--- config.mk ---
export PLATFORM = sky130hd
export DESIGN_NAME = cam_csr
export DESIGN_NICKNAME = d
export VERILOG_FILES = /design/src/rtl/cam_csr_pkg.sv /design/src/rtl/cam_ptr_reg.sv /design/src/rtl/cam_result_regs.sv /design/src/rtl/cam_csr.sv
export SDC_FILE = /design/constraint.sdc
export NUM_CORES = 1
export LEC_CHECK = 0
export BUFFER_PORTS_ARGS = -buffer_cell sky130_fd_sc_hd__buf_4
export CAP_MARGIN = 20
export CORE_MARGIN = 2
export CORE_UTILIZATION = 54
export CTS_BUF_LIST = sky130_fd_sc_hd__clkbuf_8
export CTS_CLUSTER_DIAMETER = 30
export DETAILED_ROUTE_END_ITERATION = 10
export PLACE_DENSITY = 0.91
export SLEW_MARGIN = 20
export SYNTH_ARGS = -nofsm -noshare
export SYNTH_HDL_FRONTEND = slang
export SYNTH_SLANG_ARGS = --single-unit
--- constraint.sdc ---
create_clock -name clk -period 2.1 [get_ports clk]
set_input_delay 0.42 -clock clk [delete_from_list [all_inputs] [get_ports clk]]
set_output_delay 0.42 -clock clk [all_outputs]
set_load 0.01 [all_outputs]
--- src/rtl/cam_csr_pkg.sv ---
package cam_csr_pkg;

    localparam int WORD_W = 32;
    localparam int SEL_W  = 3;

    localparam logic [SEL_W-1:0] SEL_PTR  = 3'd0;
    localparam logic [SEL_W-1:0] SEL_CFG  = 3'd1;
    localparam logic [SEL_W-1:0] SEL_DSEL = 3'd2;
    localparam logic [SEL_W-1:0] SEL_STAT = 3'd3;
    localparam logic [SEL_W-1:0] SEL_FREE = 3'd4;

    typedef enum logic [1:0] {
        STEP_HOLD = 2'b00,
        STEP_UP   = 2'b01,
        STEP_DOWN = 2'b10,
        STEP_NONE = 2'b11
    } step_e;

    typedef struct packed {
        logic [2:0] mask_sel;
        logic [1:0] mode;
        logic       lowest;
        logic [3:0] page;
        logic       ds_off;
        logic [3:0] ds_page;
    } cfg_t;

endpackage

--- src/rtl/cam_ptr_reg.sv ---
module cam_ptr_reg #(
    parameter int DEPTH  = 8192,
    parameter int ADDR_W = $clog2(DEPTH)
) (
    input  logic              clk,
    input  logic              rst_n,
    input  logic              wr_en,
    input  logic [ADDR_W-1:0] wr_val,
    input  logic [1:0]        step,
    output logic [ADDR_W-1:0] ptr
);
    import cam_csr_pkg::*;

    localparam logic [ADDR_W-1:0] LAST = ADDR_W'(DEPTH - 1);

    typedef struct packed {
        logic [ADDR_W-1:0] val;
    } ptr_t;

    ptr_t ptr_d, ptr_q;

    always_comb begin
        ptr_d = ptr_q;
        if (wr_en) begin
            ptr_d.val = (wr_val > LAST) ? LAST : wr_val;
        end else begin
            case (step_e'(step))
                STEP_UP:   ptr_d.val = (ptr_q.val == LAST) ? '0 : ptr_q.val + 1'b1;
                STEP_DOWN: ptr_d.val = (ptr_q.val == '0) ? LAST : ptr_q.val - 1'b1;
                default:   ptr_d.val = ptr_q.val;
            endcase
        end
    end

    always_ff @(posedge clk or negedge rst_n) begin
        if (!rst_n) ptr_q <= '0;
        else        ptr_q <= ptr_d;
    end

    assign ptr = ptr_q.val;

    AST_PTR_BOUND: assert property (@(posedge clk) disable iff (!rst_n)
        ptr_q.val <= LAST);
    AST_WRITE_WINS: assert property (@(posedge clk) disable iff (!rst_n)
        (wr_en && wr_val <= LAST) |=> ptr_q.val == $past(wr_val));
    AST_HOLD_IDLE: assert property (@(posedge clk) disable iff (!rst_n)
        (!wr_en && (step == 2'b00 || step == 2'b11)) |=> $stable(ptr_q.val));

endmodule

--- src/rtl/cam_result_regs.sv ---
module cam_result_regs #(
    parameter int ADDR_W = 13
) (
    input  logic              clk,
    input  logic              rst_n,
    input  logic              res_valid,
    input  logic              match_n,
    input  logic              multi_n,
    input  logic              full_n,
    input  logic [1:0]        kind,
    input  logic [ADDR_W-1:0] addr,
    output logic [2:0]        flags_n,
    output logic [1:0]        kind_q_o,
    output logic [ADDR_W-1:0] addr_q_o
);

    typedef struct packed {
        logic [2:0]        flags_n;
        logic [1:0]        kind;
        logic [ADDR_W-1:0] addr;
    } res_t;

    res_t res_d, res_q;

    always_comb begin
        res_d = res_q;
        if (res_valid) begin
            res_d.flags_n = {match_n, multi_n, full_n};
            res_d.kind    = kind;
            res_d.addr    = addr;
        end
    end

    always_ff @(posedge clk or negedge rst_n) begin
        if (!rst_n) res_q <= '{flags_n: 3'b111, kind: 2'b00, addr: '0};
        else        res_q <= res_d;
    end

    assign flags_n  = res_q.flags_n;
    assign kind_q_o = res_q.kind;
    assign addr_q_o = res_q.addr;

    AST_STATUS_HOLD: assert property (@(posedge clk) disable iff (!rst_n)
        !res_valid |=> $stable(res_q));
    AST_STATUS_LOAD: assert property (@(posedge clk) disable iff (!rst_n)
        res_valid |=> res_q.addr == $past(addr));

endmodule

--- src/rtl/cam_csr.sv ---
module cam_csr #(
    parameter int DEPTH  = 8192,
    parameter int ADDR_W = $clog2(DEPTH)
) (
    input  logic              clk,
    input  logic              rst_n,
    input  logic              bus_wr,
    input  logic              bus_rd,
    input  logic [2:0]        bus_sel,
    input  logic [31:0]       bus_wdata,
    output logic [31:0]       bus_rdata,
    input  logic [1:0]        step_op,
    input  logic              res_valid,
    input  logic              res_match_n,
    input  logic              res_multi_n,
    input  logic              res_full_n,
    input  logic [1:0]        res_kind,
    input  logic [ADDR_W-1:0] res_addr,
    input  logic [ADDR_W-1:0] free_addr,
    output logic [ADDR_W-1:0] cam_addr,
    output logic [2:0]        mask_sel,
    output logic [1:0]        ctl_mode,
    output logic              lowest_prio,
    output logic [3:0]        page_addr,
    output logic              dev_en
);
    import cam_csr_pkg::*;

    typedef struct packed {
        cfg_t        cfg;
        logic [31:0] rdata;
    } top_t;

    top_t top_d, top_q;

    logic [2:0]        st_flags_n;
    logic [1:0]        st_kind;
    logic [ADDR_W-1:0] st_addr;
    logic              ptr_wr;

    assign ptr_wr = bus_wr && (bus_sel == SEL_PTR);

    cam_ptr_reg #(.DEPTH(DEPTH), .ADDR_W(ADDR_W)) u_ptr (
        .clk    (clk),
        .rst_n  (rst_n),
        .wr_en  (ptr_wr),
        .wr_val (bus_wdata[ADDR_W-1:0]),
        .step   (step_op),
        .ptr    (cam_addr)
    );

    cam_result_regs #(.ADDR_W(ADDR_W)) u_res (
        .clk       (clk),
        .rst_n     (rst_n),
        .res_valid (res_valid),
        .match_n   (res_match_n),
        .multi_n   (res_multi_n),
        .full_n    (res_full_n),
        .kind      (res_kind),
        .addr      (res_addr),
        .flags_n   (st_flags_n),
        .kind_q_o  (st_kind),
        .addr_q_o  (st_addr)
    );

    logic [31:0] word_ptr, word_cfg, word_dsel, word_stat, word_free;

    always_comb begin
        word_ptr  = '0;
        word_ptr[ADDR_W-1:0] = cam_addr;
        word_cfg  = '0;
        word_cfg[31:29] = top_q.cfg.mask_sel;
        word_cfg[27:26] = top_q.cfg.mode;
        word_cfg[25]    = top_q.cfg.lowest;
        word_cfg[3:0]   = top_q.cfg.page;
        word_dsel = '0;
        word_dsel[8]    = top_q.cfg.ds_off;
        word_dsel[3:0]  = top_q.cfg.ds_page;
        word_stat = '0;
        word_stat[30:28] = st_flags_n;
        word_stat[25:24] = st_kind;
        word_stat[19:16] = top_q.cfg.page;
        word_stat[ADDR_W-1:0] = st_addr;
        word_free = '0;
        word_free[19:16] = top_q.cfg.page;
        word_free[ADDR_W-1:0] = free_addr;
    end

    always_comb begin
        top_d = top_q;
        if (bus_wr) begin
            case (bus_sel)
                SEL_CFG: begin
                    top_d.cfg.mask_sel = bus_wdata[31:29];
                    top_d.cfg.mode     = bus_wdata[27:26];
                    top_d.cfg.lowest   = bus_wdata[25];
                    top_d.cfg.page     = bus_wdata[3:0];
                end
                SEL_DSEL: begin
                    top_d.cfg.ds_off   = bus_wdata[8];
                    top_d.cfg.ds_page  = bus_wdata[3:0];
                end
                default: ;
            endcase
        end
        if (bus_rd) begin
            case (bus_sel)
                SEL_PTR:  top_d.rdata = word_ptr;
                SEL_CFG:  top_d.rdata = word_cfg;
                SEL_DSEL: top_d.rdata = word_dsel;
                SEL_STAT: top_d.rdata = word_stat;
                SEL_FREE: top_d.rdata = word_free;
                default:  top_d.rdata = '0;
            endcase
        end
    end

    always_ff @(posedge clk or negedge rst_n) begin
        if (!rst_n) begin
            top_q         <= '0;
            top_q.cfg.ds_off <= 1'b1;
        end else begin
            top_q <= top_d;
        end
    end

    assign bus_rdata   = top_q.rdata;
    assign mask_sel    = top_q.cfg.mask_sel;
    assign ctl_mode    = top_q.cfg.mode;
    assign lowest_prio = top_q.cfg.lowest;
    assign page_addr   = top_q.cfg.page;
    assign dev_en      = !top_q.cfg.ds_off && (top_q.cfg.ds_page == top_q.cfg.page);

    AST_EN_NEEDS_WRITE: assert property (@(posedge clk) disable iff (!rst_n)
        $rose(dev_en) |-> $past(bus_wr));
    AST_RSVD_ZERO: assert property (@(posedge clk) disable iff (!rst_n)
        bus_rdata[23:20] == 4'b0000);
    AST_RDATA_HOLD: assert property (@(posedge clk) disable iff (!rst_n)
        !bus_rd |=> $stable(bus_rdata));
    AST_CFG_NO_RO_WRITE: assert property (@(posedge clk) disable iff (!rst_n)
        (bus_wr && bus_sel > 3'd2) |=> $stable(page_addr));

endmodule

Word level (Yosys, flattened, before mapping)
Index checks and enable logic that the tools add are counted.
Word-level totals
  register bits: 78
  bits in latches: 0
  memory bits (writable): 0
  bits in read-only memories: 0
  word-level logic and storage cells: 36
  memories kept: 0
Cells by class
  $add $sub $neg: 2
  multiply operators: 0
  div/mod/pow operators: 0
  $lt $le $gt $ge: 1
  equal/unequal tests: 8
  shift operators: 0
  multiplexer cells: 6
  bitwise logic cells: 0
  reductions and logical operators: 8
Operators with widths (number)
  32-bit case mux with 5 select lines: 1
  13-bit 2-to-1 mux: 4
  13-bit case mux with 2 select lines: 1
  13-bit by 1-bit adder with 13-bit output, second input constant: 1
  13-bit equality test, second input constant: 1
  13-bit > comparator, second input constant: 1
  13-bit logical NOT: 1
  13-bit by 1-bit subtractor with 13-bit output, second input constant: 1
  3-bit by 2-bit equality test with 1-bit output, second input constant: 2
  4-bit equality test: 1
  2-bit AND reduction: 2
  3-bit by 1-bit equality test with 1-bit output, second input constant: 1
  3-bit equality test, second input constant: 1
  3-bit logical NOT: 1
  3-bit nonzero test: 1
  2-bit by 1-bit equality test with 1-bit output, second input constant: 1
  2-bit equality test, second input constant: 1
  1-bit logical AND: 2
  1-bit logical NOT: 1

Logic depth before layout (Yosys ltp)
  depth after elaboration: 4
  gate-level depth with buffers: 8
  mapped depth without buffers: 7

Cells and area by module
A second synthesis with hierarchy kept.
Second synthesis, totals
  cell total of the unflattened synthesis: 426
  area total of the unflattened synthesis: 4312.9 um^2
Modules (own cells, without submodules)
  cam_csr: times used 1, cells an instance 239, area an instance 2374.8 um^2, seq. area each 1002.2 um^2
  cam_ptr_reg: times used 1, cells an instance 149, area an instance 1212.4 um^2, seq. area each 325.3 um^2
  cam_result_regs: times used 1, cells an instance 38, area an instance 725.7 um^2, seq. area each 454.2 um^2

Least setup slack after synthesis
Ideal clock, no wire load.
  path kind: reg2reg
  start: reg u_ptr.ptr_q (netlist bit u_ptr.ptr[0])
  end: reg u_ptr.ptr_q (netlist bit u_ptr.ptr[9])
  library setup time: 71 ps
  arrival time: 1916 ps
  required time: 2029 ps
  setup slack: 113 ps
  cell stages (with the launch flop): 9
  path buffers: 1
  cells stage by stage: dfrtp_1 > inv_1 > ha_1 > or3b_1 > clkbuf_1 > o32a_2 > o31ai_1 > nand3_1 > nand4_1
Between the ends
  cells in the longest elaborated chain, start to end: 4
  elaborated cells on any way between the ends: 8
  those cells by class: add/sub: 2; eq/ne: 1; mux: 4; reduce/logical: 1
RTL lines
  start: declaration: line cam_ptr_reg.sv:20  | ptr_t ptr_d, ptr_q;
  start signal: assignment: line cam_ptr_reg.sv:37  | else ptr_q <= ptr_d;
  13-bit by 1-bit subtractor with 13-bit output, or another cell as far along: line cam_ptr_reg.sv:29  | STEP_DOWN: ptr_d.val = (ptr_q.val == '0) ? LAST : ptr_q.val - 1'b1;
  13-bit 2-to-1 mux, on equally long branches: line cam_ptr_reg.sv:29, cam_ptr_reg.sv:28
  13-bit case mux with 2 select lines (*): line cam_ptr_reg.sv:27  | case (step_e'(step))
  13-bit 2-to-1 mux (*): line cam_ptr_reg.sv:24  | if (wr_en) begin
Every way passes the cells marked *; elsewhere a longest branch is shown, timed or not.
A chain may end at the register's enable or synchronous reset.

Worst setup path after layout
  start: reg u_ptr.ptr_q (netlist bit u_ptr.ptr[5])
  end: reg u_ptr.ptr_q (netlist bit u_ptr.ptr[10])
Same word-level chain as after synthesis.

==> metrics.yaml <==
run_status:
  status: "finished clean"
place:
  gp_congestion: 0.891
  post_dp_cell_area_mm2: 0.00505
  hpwl_um: 8610
  port_buffers: 108
  dp.cells: 614
worst_setup_path:
  endpoint_kind: "register"
  critPathMaxFanout: 6
  worst-setup-path-type: "reg2reg"
  cp-start-kind: "register"
  critPathSlowestCell: "or4_1"
  required_ps: 2350
  cp_cell_sequence: "or4_1, nor4_1, xor2_1, nand2_1, a41oi_1"
  cp.arrival_ps: 2290
  critPathMaxStageDelay_ps: 680
die:
  die_x_um: 92.7
  die_area_mm2: 0.00860
  io_pins: 129
  die_h_um: 92.7
  rows: 32
  start_util_pct: 55.3
  coreArea_mm2: 0.00769
clocking:
  post_cts_buffers: 0
  clock_tree.buffer_depth: 2
  numCtsBuffers: 9
  clock_sinks: 71
  clk_pin_slew_ps: 80
  clock_latency_ps: 350
  cts_max_level: 3
  cts_tree: "built"
  cts-root-buf: "clkbuf_8"
routing:
  vias: 3717
  wl_per_cell_um: 18.5
  vias_per_cell: 5.90
  drc: 0
  wl_um: 11700
  dr.pass1.iters: 5
  drt-initial-drc-count: 305
  ant_nets: 0
global_routing:
  grt_pass1_vias: 3651
  grt_overflow_total: 0
  grt_pass1_wl_um: 18600
  antenna_found_initial: 0
  grt_max_degree: 42
  grt.total_usage_pct: 28.1
synthesis:
  async_flop_share_pct: 100
  synth-seq-cells: 71
  synth_edf_count: 0
  syn_area_mm2: 0.00425
  synth_cell_types: 63
  yosysSeqAreaShare_pct: 41.9
  syn-mean-instance-area_um2: 9.77
  yosysWarnings: 0
  synth_top_area_share_pct: 39.4
  synth_area_leader_cell: "dfrtp_1"
  syn_inst: 435
  synthFlopType: "dfrtp_1"
  yosys-top-cells-area: "dfrtp_1, mux2_2, buf_4, o22ai_1, mux2i_1"
timing:
  final-max-slew-violation-count: 0
  slew_headroom_pct: 64.3
  period_share_pct: 97.0
  min_period_ps: 2040
  hold_viol_final: 0
  setup_viol: 0
  fin_skew_ps: 8.89
  fmax_mhz: 491
  worst_pin_slew_ps: 532
layout:
  nNetsFinal: 598
  fin_area_mm2: 0.00531
  drive_gt1_share_pct: 42.4
  finish.utilization_pct: 69.0
  instances_no_fill: 630
  fillers: 615
  insertedDiodeCount: 0
  syn_to_final_growth_pct: 24.8
worst_hold_path:
  hold_class: "in2async"
power:
  p_int_mw: 3.07
  p_comb_share_pct: 35.2
  switching_power_mw: 1.58
  clockPowerShare_pct: 26.2
  swShare_pct: 34.0
  p_total_mw: 4.65
  power.density_mw_per_mm2: 877
  power_frac_seq_pct: 38.6
  ir_drop_mv: 0.687
  p_leak_nw: 2.36
run:
  maxCapViolCount: 0
[sequential cells by signal, indices dropped and copies added, names as in the netlist]
name / count
bus_rdata: 25
ctl_mode: 2
lowest_prio: 1
mask_sel: 3
page_addr: 4
top_q: 5
u_ptr.ptr: 13
u_res.addr_q_o: 13
u_res.flags_n: 3
u_res.kind_q_o: 2
[metrics by stage]
step / setup TNS (ps) / worst slack (ps) / hold WS (ps)
4_1_cts: 0 / 24.2 / 16.2
3_5_place_dp: 0 / 56.4 / 391
3_3_place_gp: 0 / 83.3 / 387
6_report: 0 / 62.4 / 6.40
5_1_grt: -0.787 / -0.787 / 25.1
2_1_floorplan: 0 / 113 / 124
[power by group through the flow]
stage,logic [mW],clock network [mW],registers (mW)
2_1_floorplan,0.947,0,1.81
3_3_place_gp,1.53,0,1.79
3_5_place_dp,1.57,0,1.81
4_1_cts,1.60,1.23,1.78
5_1_grt,1.76,1.29,1.82
6_report,1.64,1.22,1.80
[what timing repair did]
action | in CTS | in global routing
hold buffers | 0 | 0
setup endpoints to repair | 1 | 11
gates resized for setup | 2 | 7
[Yosys cell counts (2+ instances only)]
master    number
nand2b_1       2
ha_1           2
mux2_2        40
xor2_1         5
o41ai_1        2
buf_1          2
a221oi_1       2
xnor2_1        6
nor2b_1        4
buf_6          2
o31ai_1        5
nand3_1       12
o22ai_1       24
nor3b_1        3
dfrtp_1       67
nor4_1         7
dfstp_2        4
and3_1         2
clkbuf_1      21
nor3_1         4
nor2_1        14
nand4_1        6
or3_1          4
a22oi_1        9
nand2_1       24
or4_1          3
o211ai_1       3
a31oi_1        3
o21ai_0       24
and2_1         2
buf_4         41
buf_2          6
inv_1         27
mux2i_1       12
a21oi_1       13
[area by class of cell]
type / instances / area, um^2 / share of cell area, %
clock buffer: 9 / 124 / 2.33
multi-input combinational: 270 / 1980 / 37.3
tap: 102 / 128 / 2.41
inverter: 27 / 101 / 1.91
clock inverter: 7 / 96.3 / 1.82
sequential: 71 / 1780 / 33.6
timing repair buffer: 144 / 1090 / 20.6
[critical path, delay by kind of cell, from the launching register on]
kind / cells / cell delay, ps
AND/OR/NAND/NOR: 3 / 1110
flip-flops: 1 / 420
AO/OA/AOI/OAI: 1 / 230
XOR/XNOR: 1 / 170
[routing by layer]
| layer | track usage, % | wire (um) | vias to the layer above |
|---|---|---|---|
| met3 | 7.97 | 877 | 43 |
| met4 | 12.0 | 439 | 0 |
| met2 | 44.3 | 5620 | 185 |
| met5 | 0 | 0 | - |
| met1 | 36.5 | 4740 | 1797 |
| li1 | - | - | 1692 |
[cell usage in the layout, fill, tap and decap left out, drive strengths merged, types with 5 or more instances in the layout]
cell type / instances
xnor2: 6
dfrtp: 67
nor4: 7
or3: 5
a21oi: 13
buf: 144
xor2: 5
nand4: 6
inv: 29
mux2: 40
a22oi: 9
nand2: 25
o21ai: 25
o22ai: 24
nand3: 12
mux2i: 12
clkbuf: 9
nor2: 14
o31ai: 5
conb: 7
[worst paths after layout]
path	slack, ps	depth (start not counted)	end	start
setup reg to reg	60	5	u_ptr.ptr[10]$_DFFE_PN0P_	u_ptr.ptr[5]$_DFFE_PN0P_
setup / recovery	60	5	u_ptr.ptr[10]$_DFFE_PN0P_	u_ptr.ptr[5]$_DFFE_PN0P_
min in group clk	300	2	u_res.addr_q_o[9]$_DFFE_PN0P_	res_addr[9]
hold reg to reg	520	1	u_res.addr_q_o[9]$_DFFE_PN0P_	u_res.addr_q_o[9]$_DFFE_PN0P_
hold / removal	6	1	u_ptr.ptr[12]$_DFFE_PN0P_	rst_n
max in group asynchronous	1470	2	u_res.flags_n[0]$_DFFE_PN1P_	rst_n
[logic make-up (layout without fill, tap and decap cells)]
family,after synthesis,after routing,share of synthesized area (%)
other cells,1,7,0.0882
mux,53,53,14.0
xor+xnor,11,11,2.27
fa+ha+maj,2,2,0.589
compound gates,98,98,15.2
flops,71,71,41.9
simple gates,99,99,13.0
buf+inv,100,187,13.0
(Power assumes the default switching activity.)
